File: src/rtl/tpx_pkg.sv
package tpx_pkg;
  typedef enum logic [1:0] {ST_IDLE, ST_EXEC, ST_ISSUE, ST_WAIT} seq_state_e;

  // queue slots, lowest index presented first
  localparam int NSLOT      = 4;
  localparam int SLOT_FAULT = 0;
  localparam int SLOT_TRAP  = 1;
  localparam int SLOT_TRACE = 2;
  localparam int SLOT_IRQ   = 3;

  localparam int VEC_ILLEGAL = 4;
  localparam int VEC_PRIV    = 8;
  localparam int VEC_TRACE   = 9;
endpackage

File: src/rtl/tpx_prio_pick.sv
module tpx_prio_pick #(
  parameter int N = 4
) (
  input  logic [N-1:0] req,
  output logic [N-1:0] grant
);
  logic [N:0] taken;

  assign taken[0] = 1'b0;

  for (genvar i = 0; i < N; i++) begin : g_pick
    assign grant[i]   = req[i] & ~taken[i];
    assign taken[i+1] = taken[i] | req[i];
  end
endmodule

File: src/rtl/tpx_status_reg.sv
module tpx_status_reg #(
  parameter int SRW   = 16,
  parameter int S_BIT = 13,
  parameter int T_BIT = 15
) (
  input  logic           clk,
  input  logic           rst_n,
  input  logic           wr_en,
  input  logic [SRW-1:0] wr_data,
  input  logic           enter_exc,
  output logic [SRW-1:0] sr_q
);
  localparam logic [SRW-1:0] SR_RESET = SRW'(1) << S_BIT;

  logic [SRW-1:0] sr_d;
  logic           sr_en;

  always_comb begin
    sr_en = enter_exc | wr_en;
    sr_d  = sr_q;
    if (enter_exc) begin
      sr_d[S_BIT] = 1'b1;
      sr_d[T_BIT] = 1'b0;
    end else if (wr_en) begin
      sr_d = wr_data;
    end
  end

  always_ff @(posedge clk or negedge rst_n) begin
    if (!rst_n)     sr_q <= SR_RESET;
    else if (sr_en) sr_q <= sr_d;
  end

  // entering an exception leaves supervisor mode on and tracing off
  assert_enter_sup_R2: assert property (@(posedge clk) disable iff (!rst_n)
    enter_exc |=> (sr_q[S_BIT] && !sr_q[T_BIT]));

  // other status bits survive the mode change
  assert_keep_bits_R2: assert property (@(posedge clk) disable iff (!rst_n)
    enter_exc |=> ((sr_q | (SRW'(1) << S_BIT) | (SRW'(1) << T_BIT)) ==
                   ($past(sr_q) | (SRW'(1) << S_BIT) | (SRW'(1) << T_BIT))));
endmodule

File: src/rtl/trace_priv_seq.sv
module trace_priv_seq
  import tpx_pkg::*;
#(
  parameter int AW    = 32,
  parameter int VW    = 8,
  parameter int SRW   = 16,
  parameter int S_BIT = 13,
  parameter int T_BIT = 15
) (
  input  logic           clk,
  input  logic           rst_n,
  input  logic           insn_start,
  input  logic [AW-1:0]  insn_pc,
  input  logic           insn_priv,
  input  logic           insn_illegal,
  input  logic           insn_done,
  input  logic           insn_trap,
  input  logic [VW-1:0]  trap_vec,
  input  logic           insn_abort,
  input  logic [AW-1:0]  next_pc,
  input  logic           irq_pend,
  input  logic [VW-1:0]  irq_vec,
  input  logic           sr_wr,
  input  logic [SRW-1:0] sr_wdata,
  input  logic           exc_ack,
  output logic           insn_squash,
  output logic           exc_req,
  output logic [VW-1:0]  exc_vec,
  output logic [AW-1:0]  exc_pc,
  output logic [SRW-1:0] exc_sr,
  output logic [SRW-1:0] sr_out
);
  localparam logic [VW-1:0] V_ILL   = VW'(VEC_ILLEGAL);
  localparam logic [VW-1:0] V_PRIV  = VW'(VEC_PRIV);
  localparam logic [VW-1:0] V_TRACE = VW'(VEC_TRACE);

  seq_state_e       state_q, state_d;
  logic [NSLOT-1:0] pend_q, pend_d, grant, pend_left;
  logic [VW-1:0]    fvec_q, fvec_d, tvec_q, ivec_q;
  logic [AW-1:0]    fpc_q, npc_q;
  logic             tsamp_q;
  logic [SRW-1:0]   sr_q;
  logic             start_ok, user_mode, ld_start, ld_done, pend_en, issuing;

  tpx_prio_pick #(.N(NSLOT)) u_pick (.req(pend_q), .grant(grant));

  tpx_status_reg #(.SRW(SRW), .S_BIT(S_BIT), .T_BIT(T_BIT)) u_sr (
    .clk      (clk),
    .rst_n    (rst_n),
    .wr_en    (sr_wr & ((state_q == ST_IDLE) | (state_q == ST_EXEC))),
    .wr_data  (sr_wdata),
    .enter_exc(issuing),
    .sr_q     (sr_q)
  );

  assign user_mode   = ~sr_q[S_BIT];
  assign start_ok    = (state_q == ST_IDLE) & insn_start;
  assign insn_squash = start_ok & (irq_pend | insn_illegal | (insn_priv & user_mode));
  assign issuing     = (state_q == ST_ISSUE);
  assign pend_left   = pend_q & ~grant;
  assign ld_start    = start_ok;
  assign ld_done     = (state_q == ST_EXEC) & insn_done & ~insn_abort;

  // next-state logic
  always_comb begin
    state_d = state_q;
    pend_d  = pend_q;
    pend_en = 1'b0;
    fvec_d  = fvec_q;
    unique case (state_q)
      ST_IDLE: begin
        if (start_ok) begin
          if (insn_squash) begin
            pend_d  = NSLOT'(1) << SLOT_FAULT;
            pend_en = 1'b1;
            if (irq_pend)          fvec_d = irq_vec;
            else if (insn_illegal) fvec_d = V_ILL;
            else                   fvec_d = V_PRIV;
            state_d = ST_ISSUE;
          end else begin
            state_d = ST_EXEC;
          end
        end
      end
      ST_EXEC: begin
        if (insn_abort) begin
          pend_d  = '0;
          pend_en = 1'b1;
          state_d = ST_IDLE;
        end else if (insn_done) begin
          pend_d = '0;
          pend_d[SLOT_TRAP]  = insn_trap;
          pend_d[SLOT_TRACE] = tsamp_q;
          pend_d[SLOT_IRQ]   = irq_pend;
          pend_en = 1'b1;
          state_d = (insn_trap | tsamp_q | irq_pend) ? ST_ISSUE : ST_IDLE;
        end
      end
      ST_ISSUE: state_d = ST_WAIT;
      ST_WAIT: begin
        if (exc_ack) begin
          pend_d  = pend_left;
          pend_en = 1'b1;
          state_d = (pend_left != '0) ? ST_ISSUE : ST_IDLE;
        end
      end
      default: state_d = ST_IDLE;
    endcase
  end

  // registers
  always_ff @(posedge clk or negedge rst_n) begin
    if (!rst_n) begin
      state_q <= ST_IDLE;
      pend_q  <= '0;
    end else begin
      state_q <= state_d;
      if (pend_en) pend_q <= pend_d;
    end
  end

  always_ff @(posedge clk or negedge rst_n) begin
    if (!rst_n) begin
      fvec_q  <= '0;
      fpc_q   <= '0;
      tsamp_q <= 1'b0;
    end else if (ld_start) begin
      fvec_q  <= fvec_d;
      fpc_q   <= insn_pc;
      tsamp_q <= sr_q[T_BIT];
    end
  end

  always_ff @(posedge clk or negedge rst_n) begin
    if (!rst_n) begin
      tvec_q <= '0;
      ivec_q <= '0;
      npc_q  <= '0;
    end else if (ld_done) begin
      tvec_q <= trap_vec;
      ivec_q <= irq_vec;
      npc_q  <= next_pc;
    end
  end

  // request outputs
  always_comb begin
    exc_vec = ivec_q;
    if (grant[SLOT_FAULT])      exc_vec = fvec_q;
    else if (grant[SLOT_TRAP])  exc_vec = tvec_q;
    else if (grant[SLOT_TRACE]) exc_vec = V_TRACE;
  end

  assign exc_req = issuing;
  assign exc_pc  = grant[SLOT_FAULT] ? fpc_q : npc_q;
  assign exc_sr  = sr_q;
  assign sr_out  = sr_q;

  // assertions
  assert_req_pulse_R8: assert property (@(posedge clk) disable iff (!rst_n)
    exc_req |=> !exc_req);

  assert_hold_until_ack_R8: assert property (@(posedge clk) disable iff (!rst_n)
    ((state_q == ST_WAIT) && !exc_ack) |=> !exc_req);

  assert_priv_vector_R1: assert property (@(posedge clk) disable iff (!rst_n)
    (start_ok && insn_priv && user_mode && !irq_pend && !insn_illegal)
      |=> (exc_req && exc_vec == V_PRIV && exc_pc == $past(insn_pc)));

  assert_abort_drops_R6: assert property (@(posedge clk) disable iff (!rst_n)
    ((state_q == ST_EXEC) && insn_abort) |=> (state_q == ST_IDLE && pend_q == '0));

  assert_trace_queued_R4: assert property (@(posedge clk) disable iff (!rst_n)
    ((state_q == ST_EXEC) && insn_done && !insn_abort && tsamp_q) |=> pend_q[SLOT_TRACE]);

  assert_one_grant_R7: assert property (@(posedge clk) disable iff (!rst_n)
    exc_req |-> $onehot(grant));
endmodule

File: config.mk
export PLATFORM = sky130hd
export DESIGN_NAME = trace_priv_seq
export DESIGN_NICKNAME = d
export VERILOG_FILES = /design/src/rtl/tpx_pkg.sv /design/src/rtl/tpx_prio_pick.sv /design/src/rtl/tpx_status_reg.sv /design/src/rtl/trace_priv_seq.sv
export SDC_FILE = /design/constraint.sdc
export NUM_CORES = 1
export LEC_CHECK = 0
export ABC_AREA = 0
export ABC_CLOCK_PERIOD_IN_PS = 2200
export BUFFER_PORTS_ARGS = -buffer_cell sky130_fd_sc_hd__buf_2
export CAP_MARGIN = 0
export CORE_UTILIZATION = 35
export CTS_CLUSTER_DIAMETER = 80
export CTS_CLUSTER_SIZE = 16
export DETAILED_ROUTE_END_ITERATION = 8
export HOLD_SLACK_MARGIN = 0.12
export SYNTH_ARGS = -nofsm -noshare
export SYNTH_HDL_FRONTEND = slang
export SYNTH_HIERARCHICAL = 1
export SYNTH_SLANG_ARGS = --single-unit
File: constraint.sdc
create_clock -name clk -period 2.2 [get_ports clk]
set_input_delay 0.11 -clock clk [delete_from_list [all_inputs] [get_ports clk]]
set_output_delay 0.11 -clock clk [all_outputs]
set_load 0.01 [all_outputs]
==> flow_metrics.env <==
export IMPL_clock_path_buffers=2
export IMPL_wire_per_inst_um=15.24
export IMPL_netlist_top_cells_area="dfrtp_1 (54%), mux2_2 (25%), buf_4 (3.3%)"
export IMPL_dp_hpwl_um=8063
export IMPL_ir_drop_uv=834.1
export IMPL_grt_usage_pct=17.21
export IMPL_status="completed"
export IMPL_row_count=43
export IMPL_final_antenna_net_count=0
export IMPL_die_w_um=122.3
export IMPL_synth_edf_count=0
export IMPL_drt_total_wl_um=12450
export IMPL_cts_inserted_buffers=9
export IMPL_syn_avg_cell_area_sq_um=13.65
export IMPL_leakagePower_uw=0.003421
export IMPL_port_buffers=180
export IMPL_grtUsageMet1_pct=19.96
export IMPL_grt_busiest_layer="met2"
export IMPL_io_pins=181
export IMPL_start_util_pct=36.19
export IMPL_power_frac_clock_pct=16.0
export IMPL_syn_nets=478
export IMPL_hold_viol=0
export IMPL_area_growth_pct=44.27
export IMPL_dieArea_sq_um=14950
export IMPL_gp_congestion=0.7714
export IMPL_yosys_cell_count_top_type="mux2_2"
export IMPL_synthMuxAreaShare_pct=29.41
export IMPL_synthAdderAreaFrac_pct=0
export IMPL_route_vias_total=3839
export IMPL_n_antenna_cell=0
export IMPL_hold_class="in -> reg"
export IMPL_synth_seq_cells=111
export IMPL_async_reset_ff_share_pct=100.0
export IMPL_die_h_um=122.3
export IMPL_drtIter0Drc=96
export IMPL_max_cap_violations=0
export IMPL_core_sq_um=13990
export IMPL_setup_slack_ps=211.9
export IMPL_first_pass_iters=4
export IMPL_period_needed_ps=1988
export IMPL_worstSetupStartpointType="flop"
export IMPL_stdcell_count=817
export IMPL_dp_cells=702
export IMPL_grt_pass1_vias=4153
export IMPL_synthSimpleGateAreaFrac_pct=5.042
export IMPL_dp_worst_setup_slack_ps=378.9
export IMPL_combPwrFrac_pct=45.1
export IMPL_cts_clk_slew_worst_paths_ps=70
export IMPL_cts_sinks=111
export IMPL_synth_compound_area_share_pct=4.968
export IMPL_cts_tree="built"
export IMPL_ys_flop_type="dfrtp_1"
export IMPL_worstSkewPairLatency_ps=350
export IMPL_htree_num_levels=3
export IMPL_cts_setup_buffers=0
export IMPL_synth_top_family_by_area="multiplexers"
export IMPL_powerDensity_nw_per_um2=1291
export IMPL_rsz0062_at_grt="false"
export IMPL_fill_cells=1217
export IMPL_slew_headroom_pct=57.07
export IMPL_drc=0
export IMPL_min_period_over_period_pct=90.37
export IMPL_drive_gt1_share_pct=52.43
export IMPL_syn_inst=371
export IMPL_syn_cell_area_sq_um=5062
export IMPL_nets=740
export IMPL_crit_arrival_ps=1880
export IMPL_p_sw_share_pct=34.24
export IMPL_multi_input_area_sq_um=1999
export IMPL_power_switching_uw=3229
export IMPL_grt_max_degree=47
export IMPL_synth_top_cell_area_share_pct=54.37
export IMPL_synthTopCellsByCount="mux2_2 (111), dfrtp_1 (110), buf_4 (22)"
export IMPL_crit_path_max_fanout=5
export IMPL_crit_type="reg -> out"
export IMPL_required_ps=2090
export IMPL_cts_root_buf="clkbuf_16"
export IMPL_fin_tns_setup_ps=0
export IMPL_overflow=0
export IMPL_synth_xor_xnor_area_share_pct=0
export IMPL_viasPerCell=4.699
export IMPL_synth_top_cell_by_area="dfrtp_1"
export IMPL_yosysSeqAreaShare_pct=54.89
export IMPL_worstSetupEndpointType="primary output"
export IMPL_met3_usage_pct=5.065
export IMPL_grt_first_pass_wirelength_um=19840
export IMPL_ff_latch_area_sq_um=2780
export IMPL_finalSetupViolations=0
export IMPL_fin_skew_ps=7.846
export IMPL_use_met2_pct=30.23
export IMPL_synth_cell_types=39
export IMPL_timing_fmax_mhz=503.0
export IMPL_tightest_slew_ps=644.0
export IMPL_maxSlewViolCount=0
export IMPL_p_int_uw=6201
export IMPL_pwr_share_seq_pct=38.9
export IMPL_synth_warnings=6
export IMPL_antenna_found_initial=0
[final timing paths]
kind,from,endpoint,slack [ps],cells past startpoint
worst max register to register,state_q[0],fvec_q[1],290,5
worst max-delay path,pend_q[1],exc_vec[3],210,7
worst min register to register,fvec_q[5],fvec_q[5],470,2
min in group asynchronous,rst_n,fpc_q[26],320,2
worst min-delay path,irq_pend,fvec_q[7],140,3
max in group asynchronous,rst_n,fvec_q[2],1240,3
[state kept, by name (all words and copies together), names as in the netlist]
name / count
fpc_q: 32
tvec_q: 8
pend_q: 4
u_sr/sr_q: 16
fvec_q: 8
state_q: 2
ivec_q: 8
tsamp_q: 1
npc_q: 32
[per-layer routing]
layer  wire, um  up-vias  part of all wire, %
li1           -     1814                    -
met4        161        0                  1.3
met3        711       14                  5.7
met5          0        -                    0
met2       6319      125                   51
met1       5258     1886                   42
[cell usage in the layout (no fill, tap or decap), drive strengths merged, types with 2 or more instances in the layout]
| cell type | n |
|---|---|
| a21oi | 4 |
| a22o | 4 |
| a22oi | 6 |
| buf | 190 |
| clkbuf | 12 |
| clkinv | 2 |
| clkinvlp | 2 |
| dfrtp | 110 |
| dlygate4sd3 | 100 |
| inv | 5 |
| mux2 | 128 |
| nand2 | 21 |
| nand3 | 6 |
| nor2 | 12 |
| nor2b | 4 |
| nor3b | 2 |
| o21ai | 8 |
| o22ai | 6 |
[critical path: stages (launching register included)]
cell     delay, ps
dfrtp_1        430
nor3b_1        360
buf_4          200
nor2_1          50
nor2_1          90
a21oi_1         40
o21ai_0        190
buf_2          170
[area by class of cell]
cell class / count / area share (%)
clock inverters: 3 / 0.2741
inverters: 6 / 0.3769
multi-input cells: 215 / 27.38
flip-flops and latches: 111 / 38.07
repair buffers: 290 / 27.45
well taps: 180 / 3.084
clock buffers: 12 / 3.375
[stage by stage]
step / total power (uW) / cell area [sq um] / util [%] / hold slack (ps)
after floorplan: 6576 / 5062 / - / -185.6
after global placement: 7694 / 6033 / 43.13 / 163.8
after detailed placement: 7831 / 6033 / 43.13 / 173.6
after CTS: 9524 / 7301 / 52.19 / 120.8
after global routing: 10130 / 7303 / 52.21 / 133.5
final: 9431 / 7303 / 52.21 / 137.4
[cell families after synthesis]
kind of cell,after synthesis
flops,111
compound gates,36
mux,129
buf+inv,45
simple gates,50
[power groups by stage]
stage          clock network (uW)  registers, uW  logic, uW
2_1_floorplan                   0           3590       2990
3_3_place_gp                    0           3630       4070
3_5_place_dp                    0           3700       4130
4_1_cts                      1580           3660       4290
5_1_grt                      1650           3810       4660
6_report                     1510           3670       4250
[what timing repair did]
action	4_1_cts	5_1_grt
gates resized for setup	0	1
hold buffers	100	0
setup endpoints to repair	0	2
hold endpoints to repair	148	0
(Power assumes the default switching activity.)
